<file path="src/rtl/alu20_pkg.sv">
package alu20_pkg;

   typedef enum logic [3:0] {
      OP_MOV  = 4'd4,
      OP_ADD  = 4'd5,
      OP_ADDC = 4'd6,
      OP_SUBC = 4'd7,
      OP_SUB  = 4'd8,
      OP_CMP  = 4'd9,
      OP_DADD = 4'd10,
      OP_BIT  = 4'd11,
      OP_BIC  = 4'd12,
      OP_BIS  = 4'd13,
      OP_XOR  = 4'd14,
      OP_AND  = 4'd15
   } alu_op_e;

   typedef enum logic [1:0] {
      SZ_RSV  = 2'b00,
      SZ_ADDR = 2'b01,
      SZ_WORD = 2'b10,
      SZ_BYTE = 2'b11
   } alu_sz_e;

   // flag vector positions
   localparam int FLG_C = 0;
   localparam int FLG_Z = 1;
   localparam int FLG_N = 2;
   localparam int FLG_V = 3;

   localparam logic [3:0] FLG_ALL  = 4'hF;
   localparam logic [3:0] FLG_NONE = 4'h0;

endpackage

</file>
<file path="src/rtl/alu20_binadd.sv">
module alu20_binadd #(
   parameter int W = 20
) (
   input  logic [W-1:0] a_i,
   input  logic [W-1:0] b_i,
   input  logic         cin_i,
   output logic [W:0]   sum_o
);

   assign sum_o = {1'b0, a_i} + {1'b0, b_i} + {{W{1'b0}}, cin_i};

endmodule

</file>
<file path="src/rtl/alu20_bcdadd.sv">
module alu20_bcdadd #(
   parameter int W = 20
) (
   input  logic [W-1:0]   a_i,
   input  logic [W-1:0]   b_i,
   input  logic           cin_i,
   output logic [W-1:0]   sum_o,
   output logic [W/4-1:0] dc_o
);

   localparam int ND = W / 4;

   logic [ND:0] chain;
   assign chain[0] = cin_i;

   for (genvar g = 0; g < ND; g++) begin : g_digit
      logic [4:0] raw;
      logic       over;
      assign raw  = {1'b0, a_i[4*g +: 4]} + {1'b0, b_i[4*g +: 4]} + {4'd0, chain[g]};
      assign over = raw > 5'd9;
      assign sum_o[4*g +: 4] = over ? 4'(raw + 5'd6) : raw[3:0];
      assign chain[g+1] = over;
      assign dc_o[g]    = over;
   end

endmodule

</file>
<file path="src/rtl/alu20_bitwise.sv">
module alu20_bitwise #(
   parameter int W = 20
) (
   input  logic [W-1:0] s_i,
   input  logic [W-1:0] d_i,
   input  logic [W-1:0] m_i,
   output logic [W-1:0] and_o,
   output logic [W-1:0] bic_o,
   output logic [W-1:0] bis_o,
   output logic [W-1:0] xor_o
);

   assign and_o = s_i & d_i;
   assign bic_o = ~s_i & d_i & m_i;
   assign bis_o = s_i | d_i;
   assign xor_o = s_i ^ d_i;

endmodule

</file>
<file path="src/rtl/alu20.sv">
module alu20
   import alu20_pkg::*;
#(
   parameter int DATA_W = 20,
   parameter int WORD_W = 16,
   parameter int BYTE_W = 8
) (
   input  logic              clk,
   input  logic              rst_n,
   input  logic [3:0]        op_i,
   input  logic [1:0]        sz_i,
   input  logic [DATA_W-1:0] src_i,
   input  logic [DATA_W-1:0] dst_i,
   input  logic              c_i,
   output logic [DATA_W-1:0] res_o,
   output logic              wr_o,
   output logic [3:0]        flg_o,
   output logic [3:0]        fmask_o
);

   localparam int ND = DATA_W / 4;
   localparam logic [DATA_W-1:0] M_ADDR = {DATA_W{1'b1}};
   localparam logic [DATA_W-1:0] M_WORD = {DATA_W{1'b1}} >> (DATA_W - WORD_W);
   localparam logic [DATA_W-1:0] M_BYTE = {DATA_W{1'b1}} >> (DATA_W - BYTE_W);
   localparam logic [ND-1:0] DS_ADDR = ND'(1) << (ND - 1);
   localparam logic [ND-1:0] DS_WORD = ND'(1) << (WORD_W / 4 - 1);
   localparam logic [ND-1:0] DS_BYTE = ND'(1) << (BYTE_W / 4 - 1);

   if ((DATA_W % 4) != 0 || (WORD_W % 4) != 0 || (BYTE_W % 4) != 0 ||
       BYTE_W < 4 || BYTE_W >= WORD_W || WORD_W >= DATA_W) begin : g_cfg_bad
      $error("alu20: widths must be multiples of 4 with BYTE_W < WORD_W < DATA_W");
   end

   alu_op_e           op;
   logic [DATA_W-1:0] wmask, msbv;
   logic [ND-1:0]     dsel;
   logic [DATA_W-1:0] s, d, sn, a_add;
   logic              is_sub, cin;
   logic [DATA_W:0]   bsum;
   logic [DATA_W-1:0] dsum;
   logic [ND-1:0]     dcar;
   logic [DATA_W-1:0] v_and, v_bic, v_bis, v_xor;
   logic              c_bin, c_dec, v_add, v_xr;

   assign op = alu_op_e'(op_i);

   // active width selection
   always_comb begin
      case (alu_sz_e'(sz_i))
         SZ_BYTE: begin wmask = M_BYTE; dsel = DS_BYTE; c_bin = bsum[BYTE_W]; end
         SZ_ADDR: begin wmask = M_ADDR; dsel = DS_ADDR; c_bin = bsum[DATA_W]; end
         default: begin wmask = M_WORD; dsel = DS_WORD; c_bin = bsum[WORD_W]; end
      endcase
   end

   assign msbv  = wmask ^ (wmask >> 1);
   assign s     = src_i & wmask;
   assign d     = dst_i & wmask;
   assign sn    = ~src_i & wmask;
   assign is_sub = (op == OP_SUB) || (op == OP_SUBC) || (op == OP_CMP);
   assign a_add = is_sub ? sn : s;

   always_comb begin
      case (op)
         OP_ADD:          cin = 1'b0;
         OP_SUB, OP_CMP:  cin = 1'b1;
         default:         cin = c_i;
      endcase
   end

   alu20_binadd #(.W(DATA_W)) u_binadd (
      .a_i(a_add), .b_i(d), .cin_i(cin), .sum_o(bsum)
   );

   alu20_bcdadd #(.W(DATA_W)) u_bcdadd (
      .a_i(s), .b_i(d), .cin_i(c_i), .sum_o(dsum), .dc_o(dcar)
   );

   alu20_bitwise #(.W(DATA_W)) u_bitwise (
      .s_i(s), .d_i(d), .m_i(wmask),
      .and_o(v_and), .bic_o(v_bic), .bis_o(v_bis), .xor_o(v_xor)
   );

   assign c_dec = |(dcar & dsel);
   assign v_add = ((|(a_add & msbv)) == (|(d & msbv))) &&
                  ((|(bsum[DATA_W-1:0] & msbv)) != (|(a_add & msbv)));
   assign v_xr  = |(s & d & msbv);

   logic [DATA_W-1:0] raw, r;
   logic              wr, v_n, c_n, c_from_z, n, z;
   logic [3:0]        mk, flg;

   always_comb begin
      raw      = '0;
      wr       = 1'b0;
      mk       = FLG_NONE;
      v_n      = 1'b0;
      c_n      = 1'b0;
      c_from_z = 1'b0;
      case (op)
         OP_MOV: begin raw = s;     wr = 1'b1; end
         OP_BIC: begin raw = v_bic; wr = 1'b1; end
         OP_BIS: begin raw = v_bis; wr = 1'b1; end
         OP_ADD, OP_ADDC, OP_SUB, OP_SUBC, OP_CMP: begin
            raw = bsum[DATA_W-1:0];
            wr  = (op != OP_CMP);
            mk  = FLG_ALL;
            v_n = v_add;
            c_n = c_bin;
         end
         OP_DADD: begin raw = dsum; wr = 1'b1; mk = FLG_ALL; c_n = c_dec; end
         OP_AND, OP_BIT: begin
            raw = v_and; wr = (op == OP_AND); mk = FLG_ALL; c_from_z = 1'b1;
         end
         OP_XOR: begin
            raw = v_xor; wr = 1'b1; mk = FLG_ALL; v_n = v_xr; c_from_z = 1'b1;
         end
         default: ;
      endcase
   end

   assign r   = raw & wmask;
   assign n   = |(r & msbv);
   assign z   = (r == '0);
   assign flg = mk & {v_n, n, z, (c_from_z ? ~z : c_n)};

   always_ff @(posedge clk or negedge rst_n) begin
      if (!rst_n) begin
         res_o   <= '0;
         wr_o    <= 1'b0;
         flg_o   <= 4'h0;
         fmask_o <= 4'h0;
      end else begin
         res_o   <= r;
         wr_o    <= wr;
         flg_o   <= flg;
         fmask_o <= mk;
      end
   end

endmodule

</file>
<file path="config.mk">
export PLATFORM = sky130hd
export DESIGN_NAME = alu20
export DESIGN_NICKNAME = d
export VERILOG_FILES = /design/src/rtl/alu20_pkg.sv /design/src/rtl/alu20_binadd.sv /design/src/rtl/alu20_bcdadd.sv /design/src/rtl/alu20_bitwise.sv /design/src/rtl/alu20.sv
export SDC_FILE = /design/constraint.sdc
export NUM_CORES = 1
export LEC_CHECK = 0
export BUFFER_PORTS_ARGS = -buffer_cell sky130_fd_sc_hd__buf_2
export CORE_MARGIN = 2
export CORE_UTILIZATION = 40
export CTS_CLUSTER_SIZE = 14
export DETAILED_ROUTE_END_ITERATION = 8
export GPL_TIMING_DRIVEN = 0
export PLACE_DENSITY_LB_ADDON = 0.1
export REMOVE_ABC_BUFFERS = 1
export SYNTH_ARGS = -nofsm -noshare
export SYNTH_HDL_FRONTEND = slang
export SYNTH_SLANG_ARGS = --single-unit
</file>
<file path="constraint.sdc">
create_clock -name clk -period 1.6 [get_ports clk]
set_clock_uncertainty 0.1 [all_clocks]
set_input_delay 0.32 -clock clk [delete_from_list [all_inputs] [get_ports clk]]
set_output_delay 0.32 -clock clk [all_outputs]
set_load 0.1 [all_outputs]
</file>
; ---- Word-level counts from Yosys, hierarchy flattened
; Cells that the tools add are included.
[totals]
ff_bits = 29
in_bits = 49
out_inout_bits = 29
word_cells = 96
[classes]
add_sub_neg = 17
n_lt_le_gt_ge = 5
n_eq_ne = 17
muxes = 17
n_bitwise = 20
n_reduce_logical = 16
[op_table]
columns = cell, n
row1 = $and A20 B20 Y20, 12
row2 = $pmux W20 S7, 1
row3 = $reduce_or A20 Y1, 5
row4 = $not A20 Y20, 2
row5 = $pmux W20 S2, 1
row6 = $eq A4 B4 Y1 const B, 8
row7 = $add A4 B4 Y5, 5
row8 = $add A5 B1 Y5, 5
row9 = $gt A5 B4 Y1 const B, 5
row10 = $mux W4, 6
row11 = $add A20 B20 Y21, 1
row12 = $add A21 B1 Y21, 1
row13 = $add A4 B3 Y4 const B, 5
row14 = $logic_not A20 Y1, 1
row15 = $mux W20, 1
row16 = $or A20 B20 Y20, 1
row17 = $xor A20 B19 Y20, 1
row18 = $xor A20 B20 Y20, 1
row19 = $eq A4 B3 Y1 const B, 4
row20 = $reduce_or A5 Y1, 3
row21 = $pmux W5 S2, 1
row22 = $reduce_or A9 Y1, 1
row23 = $pmux W1 S2, 4
row24 = $and A5 B5 Y5, 1
row25 = 13 further kinds, 16

; ---- Depth between registers and ports, before layout
; Gate-level depths: netlist (run 1).
[depth]
depth_word = 21
depth_mapped = 43
mapped_depth_nobuf = 43

; ---- Modules after synthesis
; Synthesis (run 1) repeated with hierarchy kept, for this count alone.
[hier_totals]
cells_unflattened = 751
area_unflattened_um2 = 6129.6
[by_module_without_submodules]
columns = module, instances, cells_each, area_each_um2, seq_area_each_um2
row1 = alu20, 1, 356, 2825.2, 650.6
row2 = alu20_bcdadd, 1, 129, 1201.2, 0.0
row3 = alu20_bitwise, 1, 140, 1101.1, 0.0
row4 = alu20_binadd, 1, 126, 1002.2, 0.0

; ---- Least setup slack after synthesis (run 1)
; No wires, ideal clock.
[synth_timing]
path_type = input-to-reg
from = in src_i[0]
to = reg flg_o[0]
setup_time_ns = 0.118
arrival_time_ns = 9.543
required_time_ns = 1.382
setup_slack_ns = -8.161
path_stages = 40
path_buffers = 0
path_cell_list = fa_1 fa_1 a21o_1 a21oi_1 o21ai_0 fa_1 fa_1 xnor2_1 ha_1 nor2b_1 nor2_1 mux2i_1 o21ai_0 fa_1 fa_1 xnor2_2 nand2_1 a21oi_1 [... 4 more ...] ha_1 nand2_1 and4_1 a21oi_1 o21a_1 inv_1 fa_1 fa_1 xnor2_1 ha_1 nor2b_1 a31o_2 o21ai_0 mux2i_1 a211o_1 o31ai_1 nand4_1 a21o_1
[synth_between]
elab_chain_cells = 19
elab_cells_between_ends = 43
cone_classes = 13 x add/sub / 5 x order compare / 10 x mux / 13 x bitwise / 2 x reduce/logical
[synth_rtl]
columns = element, line_no
row1 = from (decl), alu20.sv:12  ; input logic [DATA_W-1:0] src_i,
row2 = $and A20 B20 Y20, alu20.sv:57  ; assign s = src_i & wmask;
row3 = $add A4 B4 Y5, alu20_bcdadd.sv:19  ; assign raw = {1'b0, a_i[4*g +: 4]} + {1'b0, b_i[4*g +: 4]} + {4'd0, chain[g]};
row4 = $add A5 B1 Y5, alu20_bcdadd.sv:19
row5 = $gt A5 B4 Y1, alu20_bcdadd.sv:20  ; assign over = raw > 5'd9;
row6 = $add A5 B1 Y5, alu20_bcdadd.sv:19
row7 = $gt A5 B4 Y1, alu20_bcdadd.sv:20
row8 = $add A5 B1 Y5, alu20_bcdadd.sv:19
row9 = $gt A5 B4 Y1, alu20_bcdadd.sv:20
row10 = [... 4 more ...], -
row11 = $mux W4, alu20_bcdadd.sv:21  ; assign sum_o[4*g +: 4] = over ? 4'(raw + 5'd6) : raw[3:0];
row12 = $pmux W20 S7, alu20.sv:100  ; case (op)
row13 = $and A20 B20 Y20, alu20.sv:122  ; assign r = raw & wmask;
row14 = $logic_not A20 Y1, alu20.sv:124  ; assign z = (r == '0);
row15 = $not A1 Y1, alu20.sv:125  ; assign flg = mk & {v_n, n, z, (c_from_z ? ~z : c_n)};
row16 = $mux W1 *, alu20.sv:125
row17 = $and A4 B4 Y4 *, alu20.sv:125
row18 = via flg[0], alu20.sv:91  ; logic [3:0] mk, flg;
row19 = to (signal assigned), alu20.sv:136  ; flg_o <= flg;
row20 = to (decl), alu20.sv:17  ; output logic [3:0] flg_o,
; Mark *: on every way through the listed nets, which the timed path passes. The rest lies on a longest branch.

; ---- Final worst setup path (run 1)
[layout_timing]
from = in src_i[0]
to = reg flg_o[0]
[layout_between]
elab_chain_cells = 19
elab_cells_between_ends = 43
cone_classes = 13 x add/sub / 5 x order compare / 10 x mux / 13 x bitwise / 2 x reduce/logical
[layout_rtl]
columns = element, line_no
row1 = $and A20 B20 Y20, alu20.sv:57
row2 = $add A4 B4 Y5, alu20_bcdadd.sv:19
row3 = $add A5 B1 Y5, alu20_bcdadd.sv:19
row4 = $gt A5 B4 Y1, alu20_bcdadd.sv:20
row5 = $add A5 B1 Y5, alu20_bcdadd.sv:19
row6 = $gt A5 B4 Y1, alu20_bcdadd.sv:20
row7 = $add A5 B1 Y5, alu20_bcdadd.sv:19
row8 = $gt A5 B4 Y1, alu20_bcdadd.sv:20
row9 = [... 5 more ...], -
row10 = $pmux W20 S7 *, alu20.sv:100
row11 = $and A20 B20 Y20 *, alu20.sv:122
row12 = via r[17], alu20.sv:89  ; logic [DATA_W-1:0] raw, r;
row13 = $logic_not A20 Y1 *, alu20.sv:124
row14 = $not A1 Y1 *, alu20.sv:125
row15 = $mux W1 *, alu20.sv:125
row16 = $and A4 B4 Y4 *, alu20.sv:125
row17 = via flg[0], alu20.sv:91
; Marks and branches as above.

==> impl_metrics.tcl, run 1 <==
set metrics [dict create \
    tritoncts "done" \
    syn_inst 700 \
    cellLeakagePower_nw 3.61 \
    drive_gt1_share_pct 36.2 \
    detail_route.wl_per_cell_um 20.8 \
    synth_enable_flop_cells 0 \
    p_sw_mw 3.02 \
    tritoncts.num_buffers 3 \
    timing.final.max_slew_violations 0 \
    int_pwr_mw 3.06 \
    layoutNonFillerInstCount 1005 \
    track_usage_pct 26.8 \
    totalWireLength_mm 20.9 \
    flow.area_growth_from_synthesis_pct 40.3 \
    antenna_cells 0 \
    drc_errors 0 \
    drt-initial-drc-count 513 \
    area_share_of_and_or_nand_nor_cells_after_synthesis_pct 19.9 \
    synthMuxAreaShare_pct 3.36 \
    cts_root_buffer "clkbuf_16" \
    power-per-cell-area_nw_per_um2 796 \
    synth_area_leaders "ha_1, dfrtp_1, nand2_1" \
    dominant_combinational_cell_family_by_area_after_synthesis "compound AO/OA/AOI/OAI gates" \
    power_frac_comb_pct 78.1 \
    maximum_frequency_from_static_timing_analysis_mhz 106 \
    worst-path-max-fanout 4 \
    syn-mean-instance-area_sq_um 7.77 \
    global_route_congestion_overflow_total 0 \
    power.sequential.fraction_pct 12.5 \
    critical_path_launch_point_type "primary input" \
    drt.antenna.violating_nets 0 \
    synth-compound-area-share_pct 26.5 \
    setup_slack_after_layout_ns -7.82 \
    first_global_vias 5906 \
    period_minus_slack_ns 9.42 \
    gpl.final_weighted_congestion 0.905 \
    dp_hpwl_mm 14.4 \
    net_switching_share_of_the_total_power_pct 49.6 \
    rsz_0062_raised_after_global_routing "yes" \
    synthXorXnorAreaFrac_pct 7.68 \
    crit_path_max_incr_delay_ns 0.58 \
    power.share.clock_pct 9.4 \
    yosysSeqAreaShare_pct 12.0 \
    coreArea_sq_um 13200 \
    vias_after_detailed_routing 6024 \
    clkTransAtPathRegs_ns 0.06 \
    synth.lib_cells_used.distinct 79 \
    average_via_count_per_standard_cell 5.99 \
    grt_antenna_before_repair 0 \
    cp.arrival_ns 9.46 \
    io_pins 78 \
    synthDominantAreaCellType "ha_1" \
    grt_pass1_wl_mm 30.8 \
    worstHoldPathType "in2reg" \
    crit_path_frequent_cell "fa_2" \
    yosys_register_bits 26 \
    detail_route.first_pass.iterations 5 \
    synth_top_cell_area_share_pct 19.3 \
    initial_util_pct 41.1 \
    io_buffer_count 77 \
    clock-sinks 26 \
    cp_endpoint_kind "flip-flop" \
    hold_viol 0 \
    run_status "finished with violations" \
    setup-violations-final 24 \
    standard_cell_with_the_maximum_stage_delay_on_the_critical_path "fa_2" \
    place_ws_ns -9.93 \
    crit_type "in2reg" \
    numPlacedInstances 924 \
    post_synth_fa_ha_maj_area_fraction_pct 23.7 \
    cts_max_path_buffers 2 \
    violations "negative setup slack" \
    drv.max_cap_violation_count 0 \
    nFillCells 1227 \
    die_area_sq_um 14600 \
    multiInputGateArea_sq_um 5190 \
    maximum_number_of_pins_on_one_net_before_global_route_repair 32 \
    worst_pin_slew_ns 1.12 \
    core.rowCount 42 \
    layout.nets 975 \
    die_x_um 121 \
    synth_flop_cell "dfrtp_1" \
    maxSlewHeadroom_pct 24.9 \
    yosysWarnings 0 \
    ys_async_sr_fraction_pct 100 \
    totalNegativeSetupSlack_ns -102.33 \
    critPathRequiredTime_ns 1.63 \
    dieHeight_um 121 \
    synthesis.area_sq_um 5440 \
    postLayoutCoreUtil_pct 57.6 \
    fin_crit_sh_pct 589 \
    htree_num_levels 1 \
    flip_flop_and_latch_area_sq_um 651 \
    ir_drop_v 0.000338 \
]
[critical path: cells and delay by family]
kind / cells / cell delay, ns
fa+ha+maj: 13 / 4.46
compound gates: 11 / 1.69
simple gates: 7 / 1.07
buf+inv: 8 / 0.72
xor+xnor: 3 / 0.66
mux: 2 / 0.52
[layout by cell type (no fill, tap or decap), types with 5 or more instances in the layout]
cell,instances
a21oi_1,37
ha_1,74
a221oi_1,5
a21o_1,14
ha_4,9
xnor2_4,6
a22oi_1,7
xnor2_1,20
buf_6,22
xnor2_2,6
o21a_1,6
nor2b_1,6
o211ai_1,6
o21ai_0,23
clkbuf_16,6
buf_2,70
nand2_2,6
mux2i_1,14
fa_2,12
nand2_1,75
nand3_1,10
o21ai_2,5
nand4_1,7
a21oi_2,11
inv_2,7
dfrtp_1,26
o221ai_2,5
and2_1,6
nand2b_1,5
nor2_1,50
buf_4,50
xor2_1,12
inv_1,48
a22o_1,6
nor3_1,11
[kinds of logic (layout without fill, tap and decap cells)]
family                   count (synthesis)  after routing
AND/OR/NAND/NOR                        224            224
adder cells (fa/ha/maj)                 96             96
AO/OA/AOI/OAI                          203            203
XOR/XNOR                                46             46
buffers and inverters                   87            216
flip-flops                              26             26
multiplexers                            18             18
[path summary, 6_finish.rpt]
check                      startpoint        end  slack (ns)  cells after the start
worst max-delay path         src_i[0]   flg_o[0]       -7.82                     44
min in group asynchronous       rst_n   res_o[4]        0.48                      2
max in group asynchronous       rst_n  res_o[18]        0.58                      2
worst min-delay path        dst_i[15]   flg_o[3]        0.38                      4
[power groups by stage]
stage	clock network [mW]	registers, mW	logic (mW)
finish	0.572	0.761	4.74
global route	0.619	0.771	5.02
CTS	0.584	0.763	4.13
detailed placement	0	0.774	3.21
global placement	0	0.772	3.16
floorplan	0	1.47	1.69
[synth_stat cells (3+ instances only)]
| cell type | number |
|---|---|
| or3_1 | 3 |
| and2_1 | 7 |
| dfrtp_1 | 26 |
| and3_1 | 5 |
| o31ai_1 | 5 |
| o22ai_1 | 5 |
| clkbuf_1 | 11 |
| buf_2 | 8 |
| or2_2 | 3 |
| nor3_1 | 13 |
| nor4_1 | 4 |
| o21a_1 | 6 |
| buf_4 | 8 |
| nor2b_1 | 9 |
| buf_1 | 3 |
| a211oi_1 | 9 |
| a221oi_1 | 6 |
| fa_1 | 12 |
| xor2_1 | 14 |
| o221ai_1 | 6 |
| nor2_1 | 55 |
| a22oi_1 | 10 |
| a31o_2 | 3 |
| o21ai_0 | 32 |
| a22o_1 | 6 |
| o2111ai_1 | 5 |
| nand2b_1 | 7 |
| a21oi_1 | 51 |
| a31oi_1 | 5 |
| a211o_1 | 4 |
| xnor2_1 | 30 |
| o211ai_1 | 6 |
| or4_1 | 4 |
| mux2i_1 | 16 |
| nand3_1 | 13 |
| ha_1 | 84 |
| nand2_1 | 81 |
| inv_1 | 55 |
| a21o_1 | 14 |
| nand4_1 | 7 |
[sequential cells by signal (all words and copies together) (netlist names)]
| signal | flops |
|---|---|
| fmask_o | 1 |
| flg_o | 4 |
| res_o | 20 |
| wr_o | 1 |
[final cells by class]
cell class,instances,area share (%)
clock buffers,4,1.16
well taps,176,2.89
repair buffers,156,16.7
inverters,56,2.75
flip-flops and latches,26,8.52
multi-input cells,587,68.0
[metal layers]
layer	part of all wire, %	GRT usage, %
met4	2.5	6.76
met5	0	0
met3	8.1	2.92
met2	47	45.1
met1	43	36.5
[through the flow]
stage / hold slack [ns] / instance area [sq um] / power (mW)
2_1_floorplan: -0.0756 / 5280 / 3.16
3_3_place_gp: 0.220 / 5880 / 3.93
3_5_place_dp: 0.226 / 5940 / 3.99
4_1_cts: 0.365 / 7010 / 5.48
5_1_grt: 0.379 / 7630 / 6.41
6_report: 0.378 / 7630 / 6.08
[timing repair]
| item | 4_1_cts | 5_1_grt |
|---|---|---|
| pin swaps | 53 | 67 |
| endpoints found under the hold margin | 26 | 0 |
| hold buffers | 1 | 0 |
| gates cloned | 0 | 3 |
| endpoints found under the setup margin | 24 | 24 |
| resized for setup | 145 | 70 |
| buffers inserted | 52 | 29 |
Power figures use the tool's default switching activity.
==> inputs of run 2 (changes only) <==
==> constraint.sdc (replaced) <==
create_clock -name clk -period 9.2 [get_ports clk]
set_clock_uncertainty 0.1 [all_clocks]
set_input_delay 1.84 -clock clk [delete_from_list [all_inputs] [get_ports clk]]
set_output_delay 1.84 -clock clk [all_outputs]
set_load 0.1 [all_outputs]
==> run 2 against run 1 <==
The run still ends with negative setup slack left; worst hold slack better by 1.1 ns; total power down 84%; via count down 4.3%; critical path type unchanged; largest cell class unchanged; highest routed layer unchanged.
==> impl_metrics.tcl, run 2 (synthesis results as in run 1) <==
set metrics [dict create \
    run_status "finished with violations" \
    violations "negative setup slack" \
    grt_antenna_before_repair 0 \
    worst-path-max-fanout 4 \
    drive_gt1_share_pct 25.2 \
    fin_crit_sh_pct 118 \
    global_route_congestion_overflow_total 0 \
    layout.nets 939 \
    vias_after_detailed_routing 5764 \
    setup_slack_after_layout_ns -1.65 \
    crit_type "in2reg" \
    worstHoldPathType "in2async" \
    hold_viol 0 \
    clkTransAtPathRegs_ns 0.06 \
    dieHeight_um 121 \
    critPathRequiredTime_ns 9.24 \
    drt.antenna.violating_nets 0 \
    timing.final.max_slew_violations 0 \
    initial_util_pct 41.1 \
    top_regs "res_o (20), flg_o (4)" \
    tritoncts "done" \
    first_global_vias 5687 \
    io_pins 78 \
    antenna_cells 0 \
    cp.arrival_ns 10.88 \
    place_ws_ns -3.85 \
    maximum_number_of_pins_on_one_net_before_global_route_repair 32 \
    cts_root_buffer "clkbuf_16" \
    most_common_cell_after_layout_fill_and_taps_aside "ha_1" \
    cellLeakagePower_nw 3.24 \
    ir_drop_v 0.0000580 \
    flow.area_growth_from_synthesis_pct 23.0 \
    gpl.final_weighted_congestion 0.905 \
    total_power_mw 0.951 \
    tritoncts.num_buffers 3 \
    crit_path_max_incr_delay_ns 0.58 \
    period_minus_slack_ns 10.85 \
    worst_pin_slew_ns 1.12 \
    die_area_sq_um 14600 \
    setup-violations-final 8 \
    die_x_um 121 \
    grt_pass1_wl_mm 30.0 \
    detail_route.wl_per_cell_um 20.0 \
    drv.max_cap_violation_count 0 \
    standard_cell_with_the_maximum_stage_delay_on_the_critical_path "fa_2" \
    flip_flop_count_of_the_largest_register_after_layout 20 \
    cts_max_path_buffers 2 \
    drt-initial-drc-count 402 \
    dp_hpwl_mm 14.4 \
    most_frequent_cells_in_the_layout "ha_1, nand2_1, buf_2, nor2_1" \
    io_buffer_count 77 \
    totalWireLength_mm 19.4 \
    rsz_0062_raised_after_global_routing "yes" \
    drc_errors 0 \
    clock-sinks 26 \
    track_usage_pct 26.1 \
    maxSlewHeadroom_pct 25.3 \
    detail_route.first_pass.iterations 5 \
    critical_path_launch_point_type "primary input" \
    max_flop_register "res_o" \
    average_via_count_per_standard_cell 5.95 \
    maximum_frequency_from_static_timing_analysis_mhz 92.2 \
    power-per-cell-area_nw_per_um2 142 \
    cp_endpoint_kind "flip-flop" \
    crit_path_frequent_cell "fa_2" \
    coreArea_sq_um 13200 \
    postLayoutCellArea_sq_um 6690 \
    core.rowCount 42 \
    nFillCells 1333 \
    post_dp_cell_area_sq_um 5940 \
    htree_num_levels 1 \
]
-- run 2: cell types whose count changed in the layout (fill, tap and decap cells not counted), moves of 5 or more --
cell	before	now
buf_4	50	32
ha_1	74	80
buf_6	22	11
ha_4	9	4
a21oi_1	37	47
xnor2_1	20	26
a21oi_2	11	2
-- run 2: per-layer routing --
layer  global-route usage [%]  wire, um  up-vias
met5                        0         0        -
met4                     6.54       393        0
met3                     2.03      1510       40
met2                     43.9      8950      226
met1                     36.3      8560     2801
li1                         -         -     2697
-- run 2: cell type report --
| type | count | area (sq um) | area share [%] |
|---|---|---|---|
| clock buffers | 4 | 88.8 | 1.33 |
| inverters | 56 | 210 | 3.14 |
| multi-input cells | 587 | 4740 | 70.8 |
| flip-flops and latches | 26 | 651 | 9.72 |
| well taps | 176 | 220 | 3.29 |
| repair buffers | 120 | 785 | 11.7 |
-- run 2: path summary, 6_finish.rpt --
check	depth (start not counted)	startpoint	slack (ns)	to
setup / recovery	43	src_i[0]	-1.65	flg_o[0]
max in group asynchronous	1	rst_n	7.19	res_o[18]
min in group clk	4	dst_i[15]	1.89	flg_o[3]
hold / removal	1	rst_n	1.46	res_o[4]
-- run 2: report_power, final --
group | total (mW) | internal (mW) | leakage (nW) | switching [mW]
registers | 0.132 | 0.129 | 0.340 | 0.00328
clock network | 0.0992 | 0.0663 | 0.0442 | 0.0330
logic | 0.719 | 0.273 | 2.86 | 0.446
-- run 2: through the flow --
stage	hold WS (ns)	utilization (%)	instances	setup TNS (ns)
4_1_cts	1.48	49.3	959	-9.44
3_5_place_dp	1.75	44.9	924	-25.48
2_1_floorplan	1.44	-	669	-11.13
6_report	1.46	50.5	969	-8.73
3_3_place_gp	1.74	44.4	922	-24.88
5_1_grt	1.51	50.5	969	-10.51
-- run 2: worst max-delay path, delay by kind of cell --
family          cells  cell delay (ns)
simple gates        6             0.71
compound gates     10             1.89
fa+ha+maj          13             4.42
xor+xnor            3             0.66
buf+inv             8             0.71
mux                 3             0.66
-- run 2: repair_timing --
| item | in CTS | in global routing |
|---|---|---|
| gates cloned | 0 | 0 |
| setup buffers | 35 | 10 |
| hold buffers | 0 | 0 |
| pin swaps | 32 | 31 |
| gates resized for setup | 69 | 19 |
| endpoints found under the setup margin | 10 | 8 |
==> inputs of run 3 (changes only) <==
--- a/config.mk
+++ b/config.mk
@@ -8,10 +8,11 @@
 export BUFFER_PORTS_ARGS = -buffer_cell sky130_fd_sc_hd__buf_2
 export CORE_MARGIN = 2
 export CORE_UTILIZATION = 40
-export CTS_CLUSTER_SIZE = 14
+export CTS_CLUSTER_SIZE = 10
 export DETAILED_ROUTE_END_ITERATION = 8
 export GPL_TIMING_DRIVEN = 0
 export PLACE_DENSITY_LB_ADDON = 0.1
+export RECOVER_POWER = 50
 export REMOVE_ABC_BUFFERS = 1
 export SYNTH_ARGS = -nofsm -noshare
 export SYNTH_HDL_FRONTEND = slang
==> run 3 against run 2 <==
Total power shrank 0.12%; first-iteration DRC count shrank 4.0%; largest cell class unchanged; via count is essentially flat; the flow still finishes with violations (negative setup slack); sequential share of layout area is essentially flat.
==> impl_metrics.tcl, run 3 (synthesis results as in run 1) <==
set metrics [dict create \
    run_status "finished with violations" \
    violations "negative setup slack" \
    grt_antenna_before_repair 0 \
    met3_wirelength_mm 1.42 \
    cts_max_path_buffers 2 \
    rsz_0062_raised_after_global_routing "yes" \
    hold_ws_ns 1.73 \
    setup-violations-final 8 \
    timing.final.max_slew_violations 0 \
    cp.arrival_ns 10.89 \
    coreArea_sq_um 13200 \
    detail_route.wl_per_cell_um 20.0 \
    hold_viol 0 \
    io_pins 78 \
    ir_drop_v 0.0000576 \
    drive_gt1_share_pct 24.0 \
    initial_util_pct 41.1 \
    crit_path_max_incr_delay_ns 0.58 \
    maxSlewHeadroom_pct 17.6 \
    first_global_vias 5687 \
    antenna_cells 0 \
    worst-path-max-fanout 4 \
    crit_type "in2reg" \
    die_x_um 121 \
    met1Wirelength_mm 8.65 \
    tritoncts "done" \
    highest_layer "met4" \
    drt.antenna.violating_nets 0 \
    drt-initial-drc-count 386 \
    crit_path_frequent_cell "fa_2" \
    power-per-cell-area_nw_per_um2 142 \
    totalWireLength_mm 19.4 \
    fin_crit_sh_pct 118 \
    maximum_frequency_from_static_timing_analysis_mhz 92.2 \
    dp_hpwl_mm 14.4 \
    grt_pass1_wl_mm 30.0 \
    track_usage_pct 26.1 \
    worstHoldPathType "in2async" \
    most_common_cell_after_layout_fill_and_taps_aside "ha_1" \
    global_route_congestion_overflow_total 0 \
    layoutNonFillerInstCount 969 \
    vias_after_detailed_routing 5761 \
    period_minus_slack_ns 10.85 \
    critical_path_launch_point_type "primary input" \
    worst_pin_slew_ns 1.24 \
    core.rowCount 42 \
    postLayoutCoreUtil_pct 50.4 \
    maximum_number_of_pins_on_one_net_before_global_route_repair 32 \
    die_area_sq_um 14600 \
    io_buffer_count 77 \
    dieHeight_um 121 \
    cts_root_buffer "clkbuf_16" \
    flow.area_growth_from_synthesis_pct 22.8 \
    flip_flop_count_of_the_largest_register_after_layout 20 \
    critPathRequiredTime_ns 9.24 \
    average_via_count_per_standard_cell 5.95 \
    most_frequent_cells_in_the_layout "ha_1, nand2_1, buf_2, nor2_1" \
    setup_slack_after_layout_ns -1.65 \
    gpl.final_weighted_congestion 0.905 \
    standard_cell_with_the_maximum_stage_delay_on_the_critical_path "fa_2" \
    tritoncts.num_buffers 3 \
    drc_errors 0 \
    clkTransAtPathRegs_ns 0.06 \
    total_power_mw 0.950 \
    cp_endpoint_kind "flip-flop" \
    detail_route.first_pass.iterations 5 \
    top_regs "res_o (20), flg_o (4)" \
    cellLeakagePower_nw 3.21 \
    drv.max_cap_violation_count 0 \
    totalNegativeSetupSlack_ns -8.72 \
    layout.nets 939 \
    numPlacedInstances 924 \
    max_flop_register "res_o" \
    dr_wl_met2_mm 8.94 \
    htree_num_levels 1 \
    clock-sinks 26 \
]
[run 3: worst max-delay path by stage]
stage	from	to	slack [ns]	cells after the start
after floorplan	src_i[0]	flg_o[0]	-2.08	40
after global placement	src_i[0]	flg_o[0]	-3.79	41
after detailed placement	src_i[0]	flg_o[0]	-3.85	41
after CTS	c_i	flg_o[0]	-1.81	44
after global routing	src_i[0]	flg_o[0]	-1.90	44
final	src_i[0]	flg_o[0]	-1.65	44
[run 3: worst max-delay path, delay by kind of cell]
kind	cells	cell delay, ns
adders and majority gates	13	4.42
AOI/OAI and AO/OA	11	1.68
and+or+nand+nor	7	1.06
buffers and inverters	8	0.71
xor gates and xnor gates	3	0.66
muxes	2	0.52
[run 3: final cells by class]
class	count	area [sq um]
timing repair buffer	120	772
sequential	26	651
inverter	56	210
multi-input combinational	587	4740
tap	176	220
fill	1341	6560
clock buffer	4	88.8
[run 3: routing by layer]
layer  global-route usage (%)  vias up
met3                     2.03       36
met1                     36.3     2813
met2                     43.9      215
met4                     6.54        0
met5                        0        -
li1                         -     2697
[run 3: power by group]
part	leakage (nW)	total, mW	internal, mW	switching (mW)
combinational	2.82	0.718	0.271	0.446
clock	0.0442	0.0993	0.0663	0.0330
sequential	0.340	0.133	0.129	0.00344
[run 3: what timing repair did]
item / 4_1_cts / 5_1_grt
pin swaps: 32 / 31
hold buffers: 0 / 0
gates resized for setup: 69 / 19
endpoints found under the setup margin: 10 / 8
setup buffers: 35 / 10
[run 3: stage by stage]
stage	setup slack (ns)	instance area (sq um)
after floorplan	-2.08	5280
after global placement	-3.79	5880
after detailed placement	-3.85	5940
after CTS	-1.81	6530
after global routing	-1.90	6680
final	-1.65	6680
